<file path="config.mk">
export PLATFORM = sky130hd
export DESIGN_NAME = pio_cycle_decoder
export DESIGN_NICKNAME = d
export VERILOG_FILES = /design/src/rtl/pio_bus_pkg.sv /design/src/rtl/pio_bus_sampler.sv /design/src/rtl/pio_bus_classifier.sv /design/src/rtl/pio_port_regs.sv /design/src/rtl/pio_cycle_decoder.sv
export SDC_FILE = /design/constraint.sdc
export NUM_CORES = 1
export LEC_CHECK = 0
export BUFFER_PORTS_ARGS = -buffer_cell sky130_fd_sc_hd__buf_2
export CAP_MARGIN = 20
export CELL_PAD_IN_SITES_DETAIL_PLACEMENT = 0
export CELL_PAD_IN_SITES_GLOBAL_PLACEMENT = 1
export CORE_ASPECT_RATIO = 1.75
export CORE_UTILIZATION = 41
export DETAILED_ROUTE_END_ITERATION = 8
export PLACE_DENSITY = 0.9
export SYNTH_ARGS = -nofsm -noshare
export SYNTH_HDL_FRONTEND = slang
export SYNTH_SLANG_ARGS = --single-unit
</file>
<file path="constraint.sdc">
create_clock -name clk -period 2.6 [get_ports clk]
set_input_delay 0.52 -clock clk [delete_from_list [all_inputs] [get_ports clk]]
set_output_delay 0.52 -clock clk [all_outputs]
set_load 0.02 [all_outputs]
</file>
<file path="src/rtl/pio_bus_pkg.sv">
package pio_bus_pkg;

   // Decoded bus cycle kind
   typedef enum logic [2:0] {
      ACC_IDLE  = 3'd0,
      ACC_READ  = 3'd1,
      ACC_WDATA = 3'd2,
      ACC_WCTRL = 3'd3,
      ACC_ACK   = 3'd4,
      ACC_RESET = 3'd5,
      ACC_FETCH = 3'd6
   } acc_kind_e;

   // Sampled control strobes, all bus strobes active low
   typedef struct packed {
      logic ce_n;
      logic iorq_n;
      logic rd_n;
      logic m1_n;
      logic cmd_sel;
      logic ack_win;
   } bus_ctl_t;

   localparam int CTL_W = $bits(bus_ctl_t);
   localparam bus_ctl_t CTL_IDLE = '{ce_n: 1'b1, iorq_n: 1'b1, rd_n: 1'b1,
                                     m1_n: 1'b1, cmd_sel: 1'b0, ack_win: 1'b0};

endpackage

</file>
<file path="src/rtl/pio_bus_sampler.sv">
module pio_bus_sampler
   import pio_bus_pkg::*;
#(
   parameter int DATA_W    = 8,
   parameter int SEL_W     = 1,
   parameter int IN_STAGES = 1
) (
   input  logic              clk,
   input  logic              rst_n,
   input  bus_ctl_t          raw_ctl,
   input  logic [SEL_W-1:0]  raw_sel,
   input  logic [DATA_W-1:0] raw_data,
   output bus_ctl_t          s_ctl,
   output logic [SEL_W-1:0]  s_sel,
   output logic [DATA_W-1:0] s_data
);

   localparam int VEC_W = CTL_W + SEL_W + DATA_W;
   localparam logic [VEC_W-1:0] VEC_RST = {CTL_IDLE, {SEL_W{1'b0}}, {DATA_W{1'b0}}};

   if (IN_STAGES < 1 || IN_STAGES > 3) begin : g_bad_stages
      $error("pio_bus_sampler: IN_STAGES must be 1..3");
   end

   logic [VEC_W-1:0] stage_q [IN_STAGES];

   for (genvar i = 0; i < IN_STAGES; i++) begin : g_stage
      if (i == 0) begin : g_first
         always_ff @(posedge clk or negedge rst_n) begin
            if (!rst_n) stage_q[0] <= VEC_RST;
            else        stage_q[0] <= {raw_ctl, raw_sel, raw_data};
         end
      end else begin : g_next
         always_ff @(posedge clk or negedge rst_n) begin
            if (!rst_n) stage_q[i] <= VEC_RST;
            else        stage_q[i] <= stage_q[i-1];
         end
      end
   end

   assign {s_ctl, s_sel, s_data} = stage_q[IN_STAGES-1];

endmodule

</file>
<file path="src/rtl/pio_bus_classifier.sv">
module pio_bus_classifier
   import pio_bus_pkg::*;
#(
   parameter int NPORTS = 2,
   parameter int SEL_W  = 1
) (
   input  logic              clk,
   input  logic              rst_n,
   input  bus_ctl_t          s_ctl,
   input  logic [SEL_W-1:0]  s_sel,
   output logic [NPORTS-1:0] wr_data_stb,
   output logic [NPORTS-1:0] wr_ctrl_stb,
   output logic [NPORTS-1:0] rd_data_stb,
   output logic              ack_stb,
   output logic              reset_stb,
   output logic              reset_level,
   output logic              read_active,
   output logic              ack_drive
);

   localparam int CODE_W = 3 + SEL_W;

   acc_kind_e          kind;
   logic               port_ok;
   logic [SEL_W-1:0]   code_port;
   logic [CODE_W-1:0]  code_now;
   logic [CODE_W-1:0]  code_q;
   logic               first_seen;

   always_comb begin
      kind = ACC_IDLE;
      if (!s_ctl.m1_n && !s_ctl.iorq_n)                  kind = ACC_ACK;
      else if (!s_ctl.m1_n && s_ctl.rd_n && s_ctl.iorq_n) kind = ACC_RESET;
      else if (!s_ctl.m1_n)                               kind = ACC_FETCH;
      else if (!s_ctl.ce_n && !s_ctl.iorq_n) begin
         if (!s_ctl.rd_n)        kind = ACC_READ;
         else if (s_ctl.cmd_sel) kind = ACC_WCTRL;
         else                    kind = ACC_WDATA;
      end
   end

   assign port_ok   = (32'(s_sel) < NPORTS);
   assign code_port = (kind == ACC_READ || kind == ACC_WDATA || kind == ACC_WCTRL)
                      ? s_sel : '0;
   assign code_now  = {kind, code_port};

   always_ff @(posedge clk or negedge rst_n) begin
      if (!rst_n) code_q <= {ACC_IDLE, {SEL_W{1'b0}}};
      else        code_q <= code_now;
   end

   assign first_seen = (kind != ACC_IDLE) && (kind != ACC_FETCH) && (code_now != code_q);

   for (genvar p = 0; p < NPORTS; p++) begin : g_port
      logic hit;
      assign hit = first_seen && (s_sel == SEL_W'(p));
      assign wr_data_stb[p] = hit && (kind == ACC_WDATA);
      assign wr_ctrl_stb[p] = hit && (kind == ACC_WCTRL);
      assign rd_data_stb[p] = hit && (kind == ACC_READ);


      wr_pulse_chk: assert property (@(posedge clk) disable iff (!rst_n)
         (wr_data_stb[p] || wr_ctrl_stb[p]) |=> !(wr_data_stb[p] || wr_ctrl_stb[p]));

      rd_pulse_chk: assert property (@(posedge clk) disable iff (!rst_n)
         rd_data_stb[p] |=> !rd_data_stb[p]);
   end

   assign ack_stb     = first_seen && (kind == ACC_ACK);
   assign reset_stb   = first_seen && (kind == ACC_RESET);
   assign reset_level = (kind == ACC_RESET);
   assign read_active = (kind == ACC_READ) && port_ok;
   assign ack_drive   = (kind == ACC_ACK) && s_ctl.ack_win;


   ack_no_port_chk: assert property (@(posedge clk) disable iff (!rst_n)
      ack_stb |-> (rd_data_stb == '0 && wr_data_stb == '0 && wr_ctrl_stb == '0));

endmodule

</file>
<file path="src/rtl/pio_port_regs.sv">
module pio_port_regs #(
   parameter int DATA_W     = 8,
   parameter int NPORTS     = 2,
   parameter int SEL_W      = 1,
   parameter bit CLEAR_CTRL = 1'b1
) (
   input  logic                     clk,
   input  logic                     rst_n,
   input  logic [NPORTS-1:0]        wr_data_stb,
   input  logic [NPORTS-1:0]        wr_ctrl_stb,
   input  logic                     clr,
   input  logic [DATA_W-1:0]        wdata,
   input  logic [SEL_W-1:0]         rd_sel,
   output logic [DATA_W-1:0]        rd_word,
   output logic [NPORTS*DATA_W-1:0] ctrl_words
);

   logic [DATA_W-1:0] data_q [NPORTS];
   logic [DATA_W-1:0] ctrl_q [NPORTS];

   for (genvar p = 0; p < NPORTS; p++) begin : g_port
      always_ff @(posedge clk or negedge rst_n) begin
         if (!rst_n)             data_q[p] <= '0;
         else if (clr)           data_q[p] <= '0;
         else if (wr_data_stb[p]) data_q[p] <= wdata;
      end

      if (CLEAR_CTRL) begin : g_ctrl_clr
         always_ff @(posedge clk or negedge rst_n) begin
            if (!rst_n)              ctrl_q[p] <= '0;
            else if (clr)            ctrl_q[p] <= '0;
            else if (wr_ctrl_stb[p]) ctrl_q[p] <= wdata;
         end
      end else begin : g_ctrl_keep
         always_ff @(posedge clk or negedge rst_n) begin
            if (!rst_n)              ctrl_q[p] <= '0;
            else if (wr_ctrl_stb[p]) ctrl_q[p] <= wdata;
         end
      end

      assign ctrl_words[p*DATA_W +: DATA_W] = ctrl_q[p];


      clr_wipes_chk: assert property (@(posedge clk) disable iff (!rst_n)
         clr |=> (data_q[p] == '0));
   end

   always_comb begin
      rd_word = '0;
      for (int p = 0; p < NPORTS; p++) begin
         if (rd_sel == SEL_W'(p)) rd_word = data_q[p];
      end
   end

endmodule

</file>
<file path="src/rtl/pio_cycle_decoder.sv">
module pio_cycle_decoder
   import pio_bus_pkg::*;
#(
   parameter int DATA_W     = 8,
   parameter int NPORTS     = 2,
   parameter int SEL_W      = (NPORTS > 1) ? $clog2(NPORTS) : 1,
   parameter int IN_STAGES  = 1,
   parameter bit CLEAR_CTRL = 1'b1
) (
   input  logic                     clk,
   input  logic                     rst_n,
   input  logic                     ce_n,
   input  logic                     iorq_n,
   input  logic                     rd_n,
   input  logic                     m1_n,
   input  logic [SEL_W-1:0]         port_sel,
   input  logic                     cmd_sel,
   input  logic                     ack_win,
   input  logic [DATA_W-1:0]        ack_vector,
   input  logic [DATA_W-1:0]        bus_in,
   output logic [DATA_W-1:0]        bus_out,
   output logic                     bus_oe,
   output logic [NPORTS-1:0]        wr_data_stb,
   output logic [NPORTS-1:0]        wr_ctrl_stb,
   output logic [NPORTS-1:0]        rd_data_stb,
   output logic                     ack_stb,
   output logic                     reset_stb,
   output logic [NPORTS*DATA_W-1:0] ctrl_words
);

   if (DATA_W < 1) begin : g_bad_width
      $error("pio_cycle_decoder: DATA_W must be at least 1");
   end
   if (NPORTS < 2) begin : g_bad_ports
      $error("pio_cycle_decoder: NPORTS must be at least 2");
   end
   if ((1 << SEL_W) < NPORTS) begin : g_bad_sel
      $error("pio_cycle_decoder: SEL_W too narrow for NPORTS");
   end

   bus_ctl_t          raw_ctl;
   bus_ctl_t          s_ctl;
   logic [SEL_W-1:0]  s_sel;
   logic [DATA_W-1:0] s_data;
   logic              reset_level;
   logic              read_active;
   logic              ack_drive;
   logic [DATA_W-1:0] rd_word;

   assign raw_ctl = '{ce_n: ce_n, iorq_n: iorq_n, rd_n: rd_n, m1_n: m1_n,
                      cmd_sel: cmd_sel, ack_win: ack_win};

   pio_bus_sampler #(
      .DATA_W(DATA_W), .SEL_W(SEL_W), .IN_STAGES(IN_STAGES)
   ) u_sampler (
      .clk(clk), .rst_n(rst_n),
      .raw_ctl(raw_ctl), .raw_sel(port_sel), .raw_data(bus_in),
      .s_ctl(s_ctl), .s_sel(s_sel), .s_data(s_data)
   );

   pio_bus_classifier #(
      .NPORTS(NPORTS), .SEL_W(SEL_W)
   ) u_classifier (
      .clk(clk), .rst_n(rst_n),
      .s_ctl(s_ctl), .s_sel(s_sel),
      .wr_data_stb(wr_data_stb), .wr_ctrl_stb(wr_ctrl_stb),
      .rd_data_stb(rd_data_stb), .ack_stb(ack_stb), .reset_stb(reset_stb),
      .reset_level(reset_level), .read_active(read_active), .ack_drive(ack_drive)
   );

   pio_port_regs #(
      .DATA_W(DATA_W), .NPORTS(NPORTS), .SEL_W(SEL_W), .CLEAR_CTRL(CLEAR_CTRL)
   ) u_regs (
      .clk(clk), .rst_n(rst_n),
      .wr_data_stb(wr_data_stb), .wr_ctrl_stb(wr_ctrl_stb),
      .clr(reset_level), .wdata(s_data), .rd_sel(s_sel),
      .rd_word(rd_word), .ctrl_words(ctrl_words)
   );

   always_comb begin
      bus_oe  = read_active || ack_drive;
      bus_out = '0;
      if (ack_drive)        bus_out = ack_vector;
      else if (read_active) bus_out = rd_word;
   end


   one_strobe_chk: assert property (@(posedge clk) disable iff (!rst_n)
      $onehot0({wr_data_stb, wr_ctrl_stb, rd_data_stb, ack_stb, reset_stb}));

   rd_drives_chk: assert property (@(posedge clk) disable iff (!rst_n)
      (rd_data_stb != '0) |-> bus_oe);

   rst_quiet_chk: assert property (@(posedge clk) disable iff (!rst_n)
      reset_stb |-> !bus_oe);

   idle_zero_chk: assert property (@(posedge clk) disable iff (!rst_n)
      !bus_oe |-> (bus_out == '0));

endmodule

</file>
==> insert_results.sql, run 1 <==
INSERT INTO impl_metrics (metric_group, metric, value, unit) VALUES
('logic_synthesis', 'syn_nets', '232', ''),
('pwr', 'power.density_cell_area', '521.1', 'nW/um^2'),
('clocking', 'numCtsBuffers', '5', ''),
('finish', 'layout-area-overhead-vs-synth', '23.83', '%'),
('global_route', 'grt-ovfl-total', '0', ''),
('drt', 'wirelength', '4800', 'microns'),
('clocking', 'number_of_buffers_inserted_by_hold_repair_at_cts', '0', ''),
('setup_path', 'crit_fanout', '6', ''),
('clocking', 'worst_skew_pair.late_latency', '0.30', 'ns'),
('run_status', 'result_of_the_run', 'finished with violations', ''),
('drt', 'via_per_inst', '4.778', ''),
('floorplanning', 'die_w', '58.88', 'microns'),
('setup_path', 'regToRegStartpoint', 'u_sampler.stage_q[11]', ''),
('global_route', 'met1_usage', '0.2137', ''),
('pwr', 'power.internal', '0.001106', 'W'),
('floorplanning', 'ioPinCount', '58', ''),
('placement', 'pre_cts_ws', '0.1340', 'ns'),
('finish', 'drive_gt1_frac', '0.3663', ''),
('global_route', 'grtUsageMet3', '0.02810', ''),
('pwr', 'share_clk_of_total_power', '0.292', ''),
('timing', 'timing.final.crit_period', '2.624', 'ns'),
('pwr', 'cellLeakagePower', '1.649', 'nW'),
('drt', 'drc', '0', ''),
('drt', 'route.antenna.remaining_nets', '0', ''),
('timing', 'maxClockFrequency', '381.2', 'MHz'),
('logic_synthesis', 'ys_seq_elements', '51', ''),
('finish', 'ff_latch_area', '1281', 'sq um'),
('timing', 'post-route-worst-setup-slack', '-0.02364', 'ns'),
('clocking', 'cts-htree-levels', '2', ''),
('logic_synthesis', 'ys_warn_count', '0', ''),
('logic_synthesis', 'synth_cells', '207', ''),
('finish', 'mostFrequentLayoutCells', 'buf_2 (53), nand2_1 (49), dfrtp_1 (47), mux2i_1 (40), buf_4 (13)', ''),
('timing', 'final_max_slew_viol_count', '0', ''),
('flow_run', 'max_cap_violations', '0', ''),
('global_route', 'global_route.usage.met2', '0.3182', ''),
('placement', 'numPortBuffers', '57', ''),
('logic_synthesis', 'synth.cell_area', '2321', 'sq um'),
('setup_path', 'reg2reg_depth', '6', ''),
('setup_path', 'startpoint_type', 'register', ''),
('timing', 'grt_setup_unrepaired', 'true', ''),
('global_route', 'top_usage_layer', 'met2', ''),
('global_route', 'global_route_wire_length_before_repair', '8086', 'microns'),
('logic_synthesis', 'part_of_the_yosys_area_used_for_sequential_elements', '0.5520', ''),
('drt', 'drt_pass1_iterations', '4', ''),
('timing', 'worst_clk_skew', '0.007785', 'ns'),
('pwr', 'total_switching_power', '0.0003921', 'W'),
('clocking', 'cts_sinks', '51', ''),
('setup_path', 'cp.required', '2.08', 'ns'),
('timing', 'setup_viol', '4', ''),
('timing', 'worst_slew_pin_slew', '0.5274', 'ns'),
('finish', 'nFillCells', '502', ''),
('clocking', 'cts_root_buf', 'clkbuf_8', ''),
('global_route', 'number_of_antenna_violations_at_the_first_check_in_global_routing', '0', ''),
('finish', 'multiInputGateArea', '933.4', 'sq um'),
('timing', 'timing.slew.headroom', '0.6469', ''),
('floorplanning', 'die-area', '5978', 'sq um'),
('floorplanning', 'placeableCoreArea', '5343', 'sq um'),
('finish', 'ant_diodes', '0', ''),
('clocking', 'cts.reportedPaths.clkPinSlew', '0.09', 'ns'),
('timing', 'final.period_utilization', '1.009', ''),
('logic_synthesis', 'post_synth.cell_area_avg', '11.21', 'sq um'),
('clocking', 'tritoncts', 'built', ''),
('run_status', 'violations', 'setup timing', ''),
('drt', 'detailroute.via_count', '1658', ''),
('setup_path', 'worst_setup_path_startpoint', 'u_sampler.stage_q[11]', ''),
('finish', 'num-nets-final', '297', ''),
('logic_synthesis', 'yosys.area.top_type', 'dfrtp_1', ''),
('setup_path', 'critical_path_arrival', '2.10', 'ns'),
('floorplanning', 'fp.dieH', '101.5', 'microns'),
('setup_path', 'timing.setup.critical_path_class', 'reg2out', ''),
('finish', 'mostFrequentLayoutCell', 'buf_2', '');
-- what timing repair did --
action                                  in CTS  in global routing
pin swaps                                    5                  2
buffers inserted                             5                  2
endpoints found under the setup margin       8                 16
gates resized for setup                      7                  7
-- sequential cells by signal, indices dropped and copies added (netlist names) --
name	cells
u_sampler.stage_q	15
u_regs.data_q	16
u_regs.ctrl_words	16
u_classifier.code_q	4
-- stage by stage --
step / utilization / setup TNS, ns / power (W) / std cells / hold slack [ns]
after CTS: 0.5309 / -0.1239 / 0.001517 / 345 / 0.1388
after floorplan: - / 0 / 0.0009810 / 207 / 0.2244
after detailed placement: 0.4981 / 0 / 0.001054 / 332 / 0.4670
after global routing: 0.5379 / -0.7030 / 0.001577 / 347 / 0.1438
final: 0.5379 / -0.04520 / 0.001498 / 347 / 0.1319
after global placement: 0.4981 / 0 / 0.001049 / 332 / 0.4615
-- power by group through the flow --
stage	registers, W	clock network [W]	logic (W)
2_1_floorplan	0.000883	0	0.0000982
3_3_place_gp	0.000875	0	0.000174
3_5_place_dp	0.000876	0	0.000178
4_1_cts	0.000861	0.000457	0.000199
5_1_grt	0.000867	0.000491	0.000220
6_report	0.000861	0.000438	0.000199
-- Yosys cell counts --
master,count
nand2_1,49
dfrtp_1,47
mux2i_1,40
inv_1,8
clkbuf_1,7
nor2_1,6
o21ai_1,6
buf_6,5
o21ai_2,5
dfstp_2,4
inv_2,4
nor3_1,4
nor3b_1,4
nand2b_1,2
o21ai_0,2
a2111o_1,1
a21oi_1,1
a221o_1,1
a31oi_1,1
a32o_2,1
and2_1,1
and4b_1,1
buf_4,1
nand2b_2,1
nand4b_1,1
nand4bb_4,1
nor2b_1,1
nor3b_2,1
xor2_4,1
-- kinds of logic after synthesis --
| group | after synthesis | share of synthesized area |
|---|---|---|
| AOI/OAI and AO/OA | 18 | 0.05499 |
| xor gates and xnor gates | 1 | 0.01186 |
| buffers and inverters | 25 | 0.05822 |
| DFF | 51 | 0.5520 |
| muxes | 40 | 0.1725 |
| and+or+nand+nor | 72 | 0.1504 |
-- worst max-delay path: stages, from the launching register on --
cell	delay (ns)
dfstp_2	0.62
nor3b_4	0.30
a221o_1	0.19
a32o_2	0.26
nor2_4	0.07
nor3b_1	0.18
buf_2	0.19
-- how the worst max path moves through the flow --
stage / end / slack [ns] / cells after the start
after floorplan: rd_data_stb[1] / 0.16 / 6
after CTS: rd_data_stb[1] / -0.03 / 7
after global routing: rd_data_stb[1] / -0.14 / 6
after global placement: rd_data_stb[1] / 0.21 / 6
final: rd_data_stb[1] / -0.02 / 6
after detailed placement: rd_data_stb[1] / 0.13 / 6
-- metal layers --
metal,share of wire,vias to the layer above
li1,-,807
met3,0.034,9
met4,0.021,0
met1,0.41,799
met5,0,-
met2,0.53,43
-- area by class of cell --
| type | instances | share of cell area |
|---|---|---|
| clock buffers | 6 | 0.02525 |
| well taps | 74 | 0.03222 |
| repair buffers | 71 | 0.1519 |
| multi-input cells | 131 | 0.3248 |
| flip-flops and latches | 51 | 0.4458 |
| inverters | 12 | 0.01567 |
| clock inverters | 2 | 0.004353 |
Note: power is estimated with default switching activity, not from simulation.
==> inputs of run 2 (changes only) <==
RECOVER_POWER = 25   (was unset)
==> insert_results.sql, run 2 (synthesized netlist as in run 1, its figures left out) <==
INSERT INTO impl_metrics (metric_group, metric, value, unit) VALUES
('timing', 'worst_slew_pin_slew', '0.9363', 'ns'),
('finish', 'mostFrequentLayoutCells', 'buf_2 (52), nand2_1 (49), dfrtp_1 (47), mux2i_1 (40), buf_4 (13)', ''),
('floorplanning', 'die_w', '58.88', 'microns'),
('finish', 'multiInputGateArea', '933.4', 'sq um'),
('pwr', 'power.density_cell_area', '521.2', 'nW/um^2'),
('clocking', 'cts.reportedPaths.clkPinSlew', '0.09', 'ns'),
('flow_run', 'max_cap_violations', '0', ''),
('drt', 'wirelength', '4798', 'microns'),
('drt', 'route.detailed.wl_per_inst', '13.83', 'microns'),
('clocking', 'worst_skew_pair.late_latency', '0.30', 'ns'),
('drt', 'route.antenna.remaining_nets', '0', ''),
('placement', 'gpl.final_weighted_congestion', '0.8159', ''),
('finish', 'ff_latch_area', '1281', 'sq um'),
('pwr', 'cellLeakagePower', '1.647', 'nW'),
('clocking', 'numCtsBuffers', '5', ''),
('drt', 'drc', '0', ''),
('timing', 'final_max_slew_viol_count', '0', ''),
('setup_path', 'critPathCaptureType', 'output port', ''),
('global_route', 'grt-ovfl-total', '0', ''),
('drt', 'via_per_inst', '4.778', ''),
('finish', 'layout-area-overhead-vs-synth', '23.77', '%'),
('floorplanning', 'fp.dieH', '101.5', 'microns'),
('clocking', 'cts-htree-levels', '2', ''),
('placement', 'pre_cts_ws', '0.1340', 'ns'),
('finish', 'drive_gt1_frac', '0.3626', ''),
('min_path', 'min-delay-path-class', 'in2reg', ''),
('clocking', 'cts_sinks', '51', ''),
('finish', 'num-nets-final', '297', ''),
('setup_path', 'crit_fanout', '6', ''),
('setup_path', 'cpMaxStageDelayCell', 'dfstp_2', ''),
('placement', 'numPortBuffers', '57', ''),
('placement', 'postPlaceCellArea', '2661', 'sq um'),
('finish', 'mostFrequentLayoutCell', 'buf_2', ''),
('global_route', 'grt_usage', '0.1797', ''),
('run_status', 'result_of_the_run', 'finished with violations', ''),
('setup_path', 'cp.required', '2.08', 'ns'),
('drt', 'drt_pass1_iterations', '4', ''),
('drt', 'detailedRoute.firstIterationViolations', '60', ''),
('finish', 'postLayoutCellArea', '2873', 'sq um'),
('timing', 'maxClockFrequency', '381.2', 'MHz'),
('finish', 'nFillCells', '503', ''),
('floorplanning', 'ioPinCount', '58', ''),
('floorplanning', 'initial_utilization', '0.4344', ''),
('timing', 'final.hold.worst_slack', '0.3172', 'ns'),
('setup_path', 'path_cells', 'nor3b_4 > a221o_1 > a32o_2 > nor2_4 > nor3b_1 > buf_2', ''),
('global_route', 'grt_start_max_net_pins', '38', ''),
('clocking', 'tritoncts', 'built', ''),
('finish', 'ant_diodes', '0', ''),
('timing', 'timing.final.crit_period', '2.624', 'ns'),
('setup_path', 'critical_path.max_stage_delay', '0.62', 'ns'),
('floorplanning', 'rows', '35', ''),
('placement', 'detailedPlacementHpwl', '3486', 'microns'),
('global_route', 'global_route_wire_length_before_repair', '8086', 'microns'),
('timing', 'grt_setup_unrepaired', 'true', ''),
('setup_path', 'critical_path_arrival', '2.10', 'ns'),
('floorplanning', 'die-area', '5978', 'sq um'),
('timing', 'worst_clk_skew', '0.007785', 'ns'),
('timing', 'hold_viol', '0', ''),
('timing', 'final.period_utilization', '1.009', ''),
('setup_path', 'startpoint_type', 'register', ''),
('drt', 'detailroute.via_count', '1658', ''),
('global_route', 'number_of_antenna_violations_at_the_first_check_in_global_routing', '0', ''),
('floorplanning', 'placeableCoreArea', '5343', 'sq um'),
('run_status', 'violations', 'setup timing', ''),
('timing', 'timing.slew.headroom', '0.3758', ''),
('clocking', 'number_of_buffers_inserted_by_hold_repair_at_cts', '0', ''),
('timing', 'post-route-worst-setup-slack', '-0.02364', 'ns'),
('setup_path', 'timing.setup.critical_path_class', 'reg2out', ''),
('pwr', 'ir_drop', '260.3', 'uV'),
('clocking', 'cts_root_buf', 'clkbuf_8', ''),
('global_route', 'first_global_vias', '1726', ''),
('clocking', 'cts-root-to-sink-buffers', '2', ''),
('timing', 'setup_viol', '4', '');
## run 2: cell types whose count changed in the layout (fill, tap and decap cells not counted), sizes merged
cell    change
clkbuf      +1
buf         -1
## run 2: area by class of cell
class	instances	area share
flip-flops and latches	51	0.4460
multi-input cells	131	0.3249
repair buffers	71	0.1516
well taps	74	0.03223
clock buffers	6	0.02526
inverters	12	0.01568
clock inverters	2	0.004355
## run 2: worst max-delay path, delay by kind of cell (launching register included)
kind / cells / cell delay (ns)
AOI/OAI and AO/OA: 2 / 0.45
buffers and inverters: 1 / 0.19
DFF: 1 / 0.62
and+or+nand+nor: 3 / 0.55
## run 2: routing by layer
layer  vias up  share of wire  track usage
met4         0          0.021      0.06960
li1        807              -            -
met2        43           0.53       0.3182
met1       799           0.41       0.2137
met3         9          0.033      0.02810
met5         -              0            0
## run 2: final timing paths
kind / startpoint / endpoint / slack [ns] / cells past startpoint
max: u_sampler.stage_q[11] / rd_data_stb[1] / -0.02 / 6
min in group asynchronous: rst_n / u_regs.data_q[7] / 0.33 / 1
max in group asynchronous: rst_n / u_sampler.stage_q[14] / 1.24 / 2
max reg2reg: u_sampler.stage_q[11] / u_regs.ctrl_words[6] / 0.48 / 6
min reg2reg: u_regs.data_q[11] / u_regs.data_q[11] / 0.53 / 2
min: m1_n / u_sampler.stage_q[11] / 0.32 / 1
## run 2: power by group
group	total (W)	leakage, nW	switching (W)	internal, W
sequential	0.000861	0.663	0.0000269	0.000834
clock	0.000438	0.0412	0.000250	0.000188
combinational	0.000199	0.942	0.000116	0.0000829
total	0.00150	1.65	0.000392	0.00111
## run 2: per-stage QoR
stage                     utilization   TNS, ns  total power (W)  std cells
final                          0.5377  -0.04520         0.001497        347
after CTS                      0.5309   -0.1239         0.001517        345
after floorplan                     -         0        0.0009810        207
after detailed placement       0.4981         0         0.001054        332
after global routing           0.5377   -0.7030         0.001577        347
after global placement         0.4981         0         0.001049        332
## run 2: what timing repair did
action / in CTS / in global routing
gates cloned: 0 / 0
pin swaps: 5 / 2
setup buffers: 5 / 2
gates resized for setup: 7 / 7
setup endpoints to repair: 8 / 16
